### config.mk
export PLATFORM = sky130hd
export DESIGN_NAME = crc4mf_crc_cmp
export DESIGN_NICKNAME = d
export VERILOG_FILES = /design/src/rtl/crc4mf_pkg.sv /design/src/rtl/crc4mf_crc_cmp.sv
export SDC_FILE = /design/constraint.sdc
export NUM_CORES = 1
export LEC_CHECK = 0
export BUFFER_PORTS_ARGS = -buffer_cell sky130_fd_sc_hd__buf_2
export CAP_MARGIN = 5
export CORE_MARGIN = 4
export CORE_UTILIZATION = 50
export DETAILED_ROUTE_END_ITERATION = 10
export PLACE_DENSITY = 0.72
export SKIP_CTS_REPAIR_TIMING = 1
export SLEW_MARGIN = 30
export SYNTH_ARGS = -nofsm -noshare
export SYNTH_HDL_FRONTEND = slang
export SYNTH_SLANG_ARGS = --single-unit
### constraint.sdc
create_clock -name clk -period 2.1 [get_ports clk]
set_input_delay 0.525 -clock clk [delete_from_list [all_inputs] [get_ports clk]]
set_output_delay 0.525 -clock clk [all_outputs]
set_load 0.05 [all_outputs]
### src/rtl/crc4mf_pkg.sv
package crc4mf_pkg;

    localparam int                CRC_W     = 4;
    localparam logic [CRC_W-1:0]  CRC_POLY  = 4'b0011;
    localparam int                MF_FRAMES = 16;
    localparam int                FN_W      = $clog2(MF_FRAMES);
    localparam int                MAS_W     = 6;
    localparam logic [MAS_W-1:0]  MAS_WORD  = 6'b001011;
    localparam int                MAS_END   = 11;
    localparam int                N_MARKS   = 2;
    localparam int                MARK_FRAME [N_MARKS] = '{13, 15};

    typedef logic [FN_W-1:0]  frame_num_t;
    typedef logic [CRC_W-1:0] crc_t;

    localparam frame_num_t SMF2_FIRST = FN_W'(MF_FRAMES / 2);
    localparam frame_num_t MAS_FRAME  = FN_W'(MAS_END);

    typedef struct packed {
        logic start;
        logic sync_frm;
        logic bit_val;
    } ts0_evt_t;

    function automatic crc_t crc_step(crc_t cur, logic din);
        logic fb;
        fb = cur[CRC_W-1] ^ din;
        return {cur[CRC_W-2:0], 1'b0} ^ (fb ? CRC_POLY : '0);
    endfunction

endpackage

### src/rtl/crc4mf_crc_cmp.sv
module crc4mf_crc_cmp
    import crc4mf_pkg::*;
(
    input  logic       clk,
    input  logic       rst,
    input  ts0_evt_t   evt,
    input  logic       aligned,
    input  frame_num_t frame_now,
    output logic       smf1_err,
    output logic       smf2_err
);

    crc_t acc;
    crc_t held;
    crc_t rxw;
    logic held_ok;
    logic run_ok;
    logic smf_edge;
    logic cbit;
    logic mismatch;

    assign smf_edge = evt.start && aligned &&
                      ((frame_now == '0) || (frame_now == SMF2_FIRST));
    assign cbit     = evt.start && evt.sync_frm;
    assign mismatch = held_ok && (held != rxw);

    always_ff @(posedge clk) begin
        if (rst) begin
            acc      <= '0;
            held     <= '0;
            rxw      <= '0;
            held_ok  <= 1'b0;
            run_ok   <= 1'b0;
            smf1_err <= 1'b0;
            smf2_err <= 1'b0;
        end else if (smf_edge) begin
            held    <= acc;
            held_ok <= run_ok;
            run_ok  <= 1'b1;
            acc     <= '0;
            rxw     <= {{(CRC_W-1){1'b0}}, evt.bit_val};
            if (frame_now == '0) begin
                smf1_err <= mismatch;
            end else begin
                smf2_err <= mismatch;
            end
        end else begin
            acc <= crc_step(acc, cbit ? 1'b0 : evt.bit_val);
            if (cbit) begin
                rxw <= {rxw[CRC_W-2:0], evt.bit_val};
            end
        end
    end

endmodule

Word-level counts from Yosys, hierarchy flattened
Cells that the tools add are included.
Storage, ports and cells
  flip-flop bits (word level): 16
  input port bits: 10
  logic and storage cells: 27
Operators by class
  equality and inequality tests: 2
  multiplexer cells: 4
  bitwise logic cells: 3
  reductions and logical operators: 10
Operator list (number)
  $eq A4 B4 Y1 const B: 1
  $logic_and A1 B1 Y1: 4
  $logic_not A4 Y1: 1
  $ne A4 B4 Y1: 1
  $reduce_and A2 Y1: 2
  $xor A4 B2 Y4: 1
  $mux W1: 3
  $mux W2: 1
  $reduce_bool A2 Y1: 1
  $reduce_or A2 Y1: 1
  $logic_or A1 B1 Y1: 1
  $not A1 Y1: 1
  $xor A1 B1 Y1: 1

Logic depth before layout (Yosys ltp)
Gate-level depths: netlist of the first run.
  depth after elaboration: 5
  depth in mapped cells: 4
  depth with buffers taken out: 3

Least setup slack after synthesis of the first run
No wires, ideal clock.
  path type: input -> register
  start: in frame_now[1]
  end: reg smf1_err
  library setup time: 0.138 ns
  data arrival time: 1.373 ns
  data required time: 1.962 ns
  slack: 0.589 ns
  cell stages on the path: 4
  buffers on the path: 1
  path through: or4b_1 -> buf_6 -> nor3_2 -> o32ai_1
On the way
  longest elaborated chain between the ends: 4
Ends and longest elaborated chain
  start, declared: RTL line crc4mf_crc_cmp.sv:8  | input frame_num_t frame_now,
  $eq A4 B4 Y1 or $logic_not A4 Y1 (tied branches): RTL line crc4mf_crc_cmp.sv:23, crc4mf_crc_cmp.sv:42
  $logic_or A1 B1 Y1: RTL line crc4mf_crc_cmp.sv:23  | ((frame_now == '0) || (frame_now == SMF2_FIRST));
  $logic_and A1 B1 Y1: RTL line crc4mf_crc_cmp.sv:22  | assign smf_edge = evt.start && aligned &&
  $reduce_and A2 Y1 (no source line) *
  end signal, assigned: RTL line crc4mf_crc_cmp.sv:43  | smf1_err <= mismatch;
  end, declared: RTL line crc4mf_crc_cmp.sv:9  | output logic smf1_err,
Mark *: on every way between the ends. The rest lies on a longest branch, timed or not.
A chain may end at the register's enable or synchronous reset.

Worst setup path in the final report of the first run
  start: in frame_now[1]
  end: reg held[2]
On the way
  longest elaborated chain between the ends: 3
Ends and longest elaborated chain
  $eq A4 B4 Y1 or $logic_not A4 Y1 (tied branches): RTL line crc4mf_crc_cmp.sv:23
  $logic_or A1 B1 Y1 *: RTL line crc4mf_crc_cmp.sv:23
  $logic_and A1 B1 Y1 *: RTL line crc4mf_crc_cmp.sv:22
  end signal, assigned: RTL line crc4mf_crc_cmp.sv:30  | held <= '0;
  end signal, assigned: RTL line crc4mf_crc_cmp.sv:37  | held <= acc;
  end, declared: RTL line crc4mf_crc_cmp.sv:14  | crc_t held;
Marked as above.

==> reports/results.ini, run 1 <==
[worst_setup_path]
crit_path_start_kind = primary input
required_ps = 2260
critPathKind = primary input to flip-flop
r2r_end = smf1_err$_SDFFE_PP0P_
cp_slowest_cell = or4b_1
cpPeakStageDelay_ps = 720
rr_startpoint = rxw[1]$_SDFFE_PP0P_
arrival_ps = 1650
crit_chain = buf_2 -> or4b_1 -> o21ai_1 -> a21oi_1
worstSetupEndpointType = flip-flop
critPathBufInv = 1
cp_max_fo = 7
rr_worst_depth = 3
regToRegSetupSlack_ps = 930
crit_family = simple AND/OR/NAND/NOR gates

[layout]
layout-drive-gt1-share = 0.205
final_area_sq_um = 802
area.growth.synth_to_final_pct = 10.1
layout.nets = 95
num_antenna_cells = 0
fillers = 131

[outcome]
outcome = finished, final reports clean

[floorplan]
die_area_sq_um = 2130
start_util = 0.546
std_cell_rows = 13
die_y_microns = 46.2
coreArea_sq_um = 1330
ios = 12
die_w_microns = 46.2

[power_and_ir_drop]
p_int_mw = 0.402
powerDensity_nw_per_um2 = 652
combinationalPowerShare = 0.101
p_sw_mw = 0.121
fin_total_pwr_mw = 0.523
p_sw_frac = 0.232
p_leak_nw = 0.348
seq_power_share = 0.604
vdd_drop_max_v = 0.000470
clkPwrFrac = 0.295

[grt]
track_usage = 0.145
overflow = 0
grt_pass1_vias = 484
grt_pass1_wl_mm = 2.18
grt_start_max_net_pins = 19
antenna_found_initial = 0

[sta]
finalHoldViolCount = 0
setup_violations = 0
worst_pin_slew_ps = 531
fmax_ghz = 0.670
timing.final.crit_period_ps = 1490
slew_headroom = 0.645
finClkSkew_ps = 4.39
rsz0062_at_grt = false
slew_viol_final = 0
tns_ps = 0
fin_crit_sh = 0.711

[placed_design]
gp_congestion = 0.769
dp_hpwl_microns = 969
portBuffers = 11
place_area_sq_um = 779

[synthesis]
synthMuxAreaShare = 0.0550
netlist_area_sq_um = 728
yosysSeqAreaShare = 0.440
ys_warn_count = 0
synth_cell_types = 28
synth_xor_area_frac = 0.0911
syn_inst = 73
synth_top_family_by_area = simple AND/OR/NAND/NOR gates
synth.avg_cell_area_sq_um = 9.98
synthAdderAreaFrac = 0
ys_ff_latch = 16
yosys.area_share.simple = 0.251
synthesis.nets = 83
synth-compound-area-share = 0.117

[drt]
drtIter0Drc = 2
post-route-drc-count = 0
first_pass_iters = 4
via_per_inst = 5.39
wl_per_cell_microns = 13.3
ant_nets = 0
drt-total-wl_mm = 1.30
vias = 528

[min_path]
holdPathEnd = held[1]$_SDFFE_PP0P_
min_from = acc[1]$_SDFF_PP0_
hold_path_depth = 2
hp-class = flip-flop to flip-flop

[clocking]
cts_tree = built
cts-root-buf = clkbuf_4
cts.sinks = 16
htreeDepth = 1
cts_buffers = 3
cts.clk_slew.worst_paths_ps = 80
cts_buffer_depth = 2
clock_latency_ps = 280

[flow_run]
cap_violations = 0

[worst reg2reg max path, stage by stage, from the launching register on]
cell and delay, ps:
dfxtp_1 340, xor2_1 170, nor4_1 380, o32ai_1 150
[synthesized netlist by cell type]
master | instances | area (sq um)
nor2_1 | 1 | 3.75
mux2i_1 | 4 | 40.0
nor4b_4 | 1 | 23.8
inv_1 | 3 | 11.3
and3_1 | 1 | 6.26
o21ai_0 | 1 | 5.00
xor2_1 | 4 | 35.0
dfxtp_1 | 16 | 320
nand3_1 | 5 | 25.0
nand2b_1 | 2 | 12.5
nand4_1 | 1 | 6.26
xnor3_1 | 1 | 22.5
nor3_1 | 5 | 25.0
nor3_2 | 1 | 10.0
or4b_1 | 1 | 10.0
clkbuf_1 | 3 | 11.3
nor2_8 | 1 | 20.0
nand2_1 | 1 | 3.75
nand4b_1 | 1 | 8.76
a21oi_1 | 6 | 30.0
nor2b_1 | 1 | 6.26
o21ai_1 | 5 | 25.0
xnor2_1 | 1 | 8.76
a21boi_0 | 1 | 7.51
nor4_1 | 1 | 6.26
nor3b_1 | 2 | 15.0
o32ai_1 | 2 | 17.5
buf_6 | 1 | 11.3
[cells in the final DEF, fill, tap and decap left out, drive strengths merged]
cell    netlist  routed
dfxtp        16      16
buf           1      11
a21oi         6       6
o21ai         6       6
nor3          6       6
nand3         5       5
xor2          4       4
mux2i         4       4
inv           3       3
clkbuf        3       3
nor3b         2       2
o32ai         2       2
nand2b        2       2
nor2          2       2
or4b          1       1
nor4          1       1
nor4b         1       1
nor2b         1       1
nand4b        1       1
and3          1       1
nand4         1       1
nand2         1       1
a21boi        1       1
xnor3         1       1
xnor2         1       1
[metal layers]
| layer | part of all wire | vias up | routed length (microns) | global-route usage |
|---|---|---|---|---|
| met3 | 0.038 | 0 | 49 | 0.0586 |
| met1 | 0.46 | 235 | 594 | 0.182 |
| met4 | 0 | 0 | 0 | 0.0341 |
| met2 | 0.51 | 7 | 659 | 0.231 |
| li1 | - | 286 | - | - |
| met5 | 0 | - | 0 | 0 |
[cells by family after synthesis]
family	after synthesis
and+or+nand+nor	25
muxes	4
AOI/OAI and AO/OA	15
DFF	16
buffers and inverters	7
xor gates and xnor gates	6
[power by group through the flow]
stage	registers (mW)	clock network, mW	logic (mW)
2_1_floorplan	0.322	0	0.0374
3_3_place_gp	0.323	0	0.0518
3_5_place_dp	0.323	0	0.0529
4_1_cts	0.316	0.159	0.0532
5_1_grt	0.317	0.177	0.0584
6_report	0.316	0.154	0.0527
[sequential cells by signal, summed over array words and instances, names as in the netlist]
register and count:
acc 4, held 4, rxw 4, held_ok 1, run_ok 1, smf1_err 1, smf2_err 1
[worst max-delay path by stage]
stage | to | slack (ps) | cells after the start | start
after CTS | rxw[3]$_SDFFE_PP0P_ | 590 | 4 | frame_now[1]
after floorplan | smf1_err$_SDFFE_PP0P_ | 590 | 4 | frame_now[1]
after global routing | held_ok$_SDFFE_PP0P_ | 560 | 4 | frame_now[1]
after detailed placement | rxw[3]$_SDFFE_PP0P_ | 290 | 4 | frame_now[1]
after global placement | held_ok$_SDFFE_PP0P_ | 320 | 4 | frame_now[1]
final | held[2]$_SDFFE_PP0P_ | 610 | 4 | frame_now[1]
[stage by stage]
stage                     hold slack [ps]   util  setup slack [ps]  cells
after global placement                450  0.584               320     95
after CTS                             467  0.601               595     98
after detailed placement              456  0.584               294     95
after global routing                  506  0.601               564     98
final                                 467  0.601               608     98
after floorplan                       436      -               589     73
[cell type report]
type / count / area, sq um / area share
multi-input cells: 50 / 374 / 0.466
flip-flops and latches: 16 / 320 / 0.399
repair buffers: 11 / 55.1 / 0.0686
clock buffers: 3 / 22.5 / 0.0281
well taps: 15 / 18.8 / 0.0234
inverters: 3 / 11.3 / 0.0140
Note: power is estimated with default switching activity, not from simulation.
==> inputs of run 2 (changes only) <==
Settings changed: ABC_AREA from default to 1.
Clock period 2.1 ns to 1.5 ns, I/O delays scaled along.
==> reports/results.ini, run 2 <==
[outcome]
outcome = finished, final reports clean

[power_and_ir_drop]
p_sw_frac = 0.240
p_sw_mw = 0.195
p_leak_nw = 0.372
vdd_drop_max_v = 0.000695
clkPwrFrac = 0.355
p_int_mw = 0.617
seq_power_share = 0.550
powerDensity_nw_per_um2 = 992
combinationalPowerShare = 0.095

[sta]
timing.final.crit_period_ps = 1250
worst_pin_slew_ps = 249
fmax_ghz = 0.800
final.setup.worst_slack_ps = 250
finClkSkew_ps = 5.66
fin_crit_sh = 0.833
rsz0062_at_grt = false
finalHoldViolCount = 0
slew_viol_final = 0
setup_violations = 0
slew_headroom = 0.834
tns_ps = 0

[drt]
wl_per_cell_microns = 9.28
via_per_inst = 4.69
drtIter0Drc = 3
ant_nets = 0
first_pass_iters = 4
drt-total-wl_mm = 1.20
post-route-drc-count = 0
vias = 605

[synthesis]
synth_top_area_frac = 0.445
synth.avg_cell_area_sq_um = 7.19
ys.flop_type = dfxtp_1
netlist_area_sq_um = 719
synthesis.nets = 110
yosysMostFrequentCell = nand2_1
yosysSeqAreaShare = 0.445
ys_ff_latch = 16
synth_common_cells = nand2_1 (26), inv_1 (18), dfxtp_1 (16)
synth_edf_count = 0
synth_cell_types = 18
ys_async_sr_fraction = 0
syn_inst = 100
yosys-top-cells-area = dfxtp_1 (45%), nand2_1 (14%), inv_1 (9.4%)
ys_warn_count = 0
yosysTopAreaCell = dfxtp_1

[worst_setup_path]
critPathBufInv = 1
crit_family = flip-flops
arrival_ps = 870
worstSetupEndpointType = output pin
cp_slowest_cell = dfxtp_1
crit_chain = buf_2
cpPeakStageDelay_ps = 330
cp_max_fo = 2
required_ps = 1120
critPathKind = flip-flop to output pin
crit_path_start_kind = flip-flop

[grt]
antenna_found_initial = 0
grt_pass1_wl_mm = 2.03
grt_start_max_net_pins = 15
track_usage = 0.142
overflow = 0
grt_pass1_vias = 510

[floorplan]
coreArea_sq_um = 1330
die_area_sq_um = 2110
ios = 12
start_util = 0.539
std_cell_rows = 13
die_w_microns = 45.9
die_y_microns = 45.9

[min_path]
hp-class = primary input to flip-flop

[clocking]
cts.clk_slew.worst_paths_ps = 90
cts_buffer_depth = 2
cts.sinks = 16
htreeDepth = 1
clock_latency_ps = 290
cts_buffers = 3
cts_tree = built
cts-root-buf = clkbuf_4

[layout]
area.growth.synth_to_final_pct = 13.7
reg_top3 = acc: 4 flops, held: 4 flops, rxw: 4 flops
layout_commonest_cell = nand2_1
layout-drive-gt1-share = 0.193
layout.nets = 125
num_antenna_cells = 0
final_cell_mix = nand2_1 (26), inv_1 (18), dfxtp_1 (16), a21oi_1 (12), buf_2 (11)

[placed_design]
portBuffers = 11
gp_congestion = 0.744
dp_worst_setup_slack_ps = 258
dp_hpwl_microns = 918

[flow_run]
cap_violations = 0

## run 2: routing by layer
layer | track usage | vias up | part of all wire
met4 | 0.102 | 0 | 0.027
met2 | 0.201 | 13 | 0.41
met5 | 0 | - | 0
met3 | 0.0474 | 4 | 0.072
li1 | - | 339 | -
met1 | 0.177 | 249 | 0.49
## run 2: stage by stage
step	instance area [sq um]	util	power [mW]	instances	hold WS (ps)
after floorplan	719	-	0.508	100	405
after global placement	782	0.586	0.533	125	416
after detailed placement	782	0.586	0.535	125	412
after CTS	818	0.614	0.823	129	260
after global routing	818	0.614	0.853	129	259
final	818	0.614	0.812	129	262
## run 2: path summary, 6_finish.rpt
kind / depth (start not counted) / from / endpoint / slack (ps)
setup / recovery: 1 / smf2_err$_SDFFE_PP0P_ / smf2_err / 250
hold reg to reg: 2 / acc[1]$_SDFF_PP0_ / acc[2]$_SDFF_PP0_ / 420
hold / removal: 2 / rst / rxw[0]$_SDFFE_PP0P_ / 260
setup reg to reg: 7 / rxw[2]$_SDFFE_PP0P_ / smf2_err$_SDFFE_PP0P_ / 540
## run 2: logic make-up after synthesis
logic type             share of synthesized area
AND/OR/NAND/NOR                            0.282
buffers and inverters                      0.115
AO/OA/AOI/OAI                              0.134
flip-flops                                 0.445
XOR/XNOR                                  0.0244
## run 2: power groups by stage
stage,Clock [mW],Combinational [mW],Sequential [mW]
6_report,0.288,0.0773,0.446
5_1_grt,0.314,0.0902,0.448
4_1_cts,0.298,0.0789,0.446
3_5_place_dp,0,0.0787,0.456
3_3_place_gp,0,0.0768,0.456
2_1_floorplan,0,0.0508,0.457
## run 2: final cells by class
type / count / area [sq um]
tap: 15 / 18.8
multi-input combinational: 64 / 317
sequential: 16 / 320
inverter: 19 / 71.3
fill: 128 / 515
timing repair buffer: 11 / 55.1
clock buffer: 4 / 36.3
==> inputs of run 3 (changes only) <==
Settings changed: ABC_AREA 1 to 0.
Clock period 1.5 ns to 1.3 ns, I/O delays scaled along.
==> reports/results.ini, run 3 (synthesis gave the netlist of run 1 again) <==
[grt]
grt_use_met1 = 0.178
antenna_found_initial = 0
grt-busiest-layer = met2
global_route.usage.met2 = 0.286
track_usage = 0.157
grt_pass1_vias = 613
use_met3 = 0.0352
overflow = 0
grt_pass1_wl_mm = 2.44
grt_start_max_net_pins = 19

[layout]
layout_commonest_cell = dfxtp_1
final_cell_mix = dfxtp_1 (16), buf_2 (11), buf_4 (7), a21oi_1 (6)
reg_top3 = acc: 4 flops, held: 4 flops, rxw: 4 flops
area.growth.synth_to_final_pct = 19.8
final_cells = 106
multiInputGateArea_sq_um = 378
layout.nets = 102
num_antenna_cells = 0
fillers = 118
layout-drive-gt1-share = 0.286
regArea_sq_um = 320

[worst_setup_path]
arrival_ps = 870
cpPeakStageDelay_ps = 330
crit_family = flip-flops
cp_slowest_cell = dfxtp_1
crit_chain = buf_2
required_ps = 980
cp_max_fo = 2
critPathBufInv = 1
critical_path_depth = 1
worstSetupEndpointType = output pin
crit_path_start_kind = flip-flop
rr_worst_depth = 3
critPathKind = flip-flop to output pin

[drt]
wl_per_cell_microns = 12.7
first_pass_iters = 4
vias = 587
drtIter0Drc = 10
post-route-drc-count = 0
via_per_inst = 5.54
ant_nets = 0
drt-total-wl_mm = 1.35

[clocking]
cts.clk_slew.worst_paths_ps = 100
clock_latency_ps = 280
cts_tree = built
cts-root-buf = clkbuf_4
cts.sinks = 16
cts_buffer_depth = 2
htreeDepth = 1
cts_buffers = 3

[placed_design]
dp_worst_setup_slack_ps = -142
gp_congestion = 0.785
place_inst = 102
dp_hpwl_mm = 1.03
portBuffers = 11

[min_path]
hp-class = primary input to flip-flop
hold_path_depth = 3

[outcome]
outcome = finished, final reports clean

[power_and_ir_drop]
powerDensity_nw_per_um2 = 1080
vdd_drop_max_v = 0.000597
fin_total_pwr_mw = 0.942
p_leak_nw = 0.392

[sta]
setup_violations = 0
slew_viol_final = 0
fin_crit_sh = 0.922
finClkSkew_ps = 3.48
finalHoldViolCount = 0
fmax_ghz = 0.835
worst_pin_slew_ps = 344
slew_headroom = 0.768
rsz0062_at_grt = false
timing.final.crit_period_ps = 1200
final.setup.worst_slack_ps = 102

[floorplan]
start_util = 0.546
coreArea_sq_um = 1330
die_area_sq_um = 2130
ios = 12
die_y_microns = 46.2
die_w_microns = 46.2
std_cell_rows = 13

[flow_run]
cap_violations = 0

## run 3: cell types whose count changed in the layout (fill, tap and decap cells not counted), moves of 3 or more
cell | previous run | this run
a21oi_1 | 12 | 6
buf_4 | 0 | 7
inv_1 | 18 | 3
mux2i_1 | 0 | 4
nand2_1 | 26 | 1
nand2_2 | 3 | 0
nor2_1 | 7 | 1
nor3_1 | 0 | 5
o21ai_1 | 2 | 5
xor2_1 | 1 | 4
## run 3: path summary, 6_finish.rpt
path	start	slack, ps	to
worst min-delay path	evt[0]	300	rxw[0]$_SDFFE_PP0P_
worst max register to register	rxw[1]$_SDFFE_PP0P_	150	smf1_err$_SDFFE_PP0P_
worst min register to register	smf2_err$_SDFFE_PP0P_	470	smf2_err$_SDFFE_PP0P_
worst max-delay path	smf1_err$_SDFFE_PP0P_	100	smf1_err
## run 3: cell type report
class | count | share of cell area
well taps | 15 | 0.0215
clock buffers | 4 | 0.0416
multi-input cells | 50 | 0.433
inverters | 3 | 0.0129
repair buffers | 18 | 0.123
flip-flops and latches | 16 | 0.367
## run 3: per-stage QoR
step           hold slack [ps]  area [sq um]  utilization  TNS (ps)
2_1_floorplan              436           732            -         0
3_3_place_gp               447           836        0.627     -1570
3_5_place_dp               463           836        0.627     -1830
4_1_cts                    299           872        0.654         0
5_1_grt                    309           872        0.654         0
6_report                   299           872        0.654         0
## run 3: power breakdown
part / leakage (nW) / switching [mW] / internal (mW)
clock: 0.0210 / 0.162 / 0.170
sequential: 0.130 / 0.00800 / 0.503
combinational: 0.241 / 0.0483 / 0.0513
total: 0.392 / 0.218 / 0.724
## run 3: layer usage
layer / routed length [microns] / vias to the layer above
met5: 0 / -
met4: 13 / 0
met3: 42 / 2
met2: 691 / 10
met1: 599 / 277
li1: - / 298
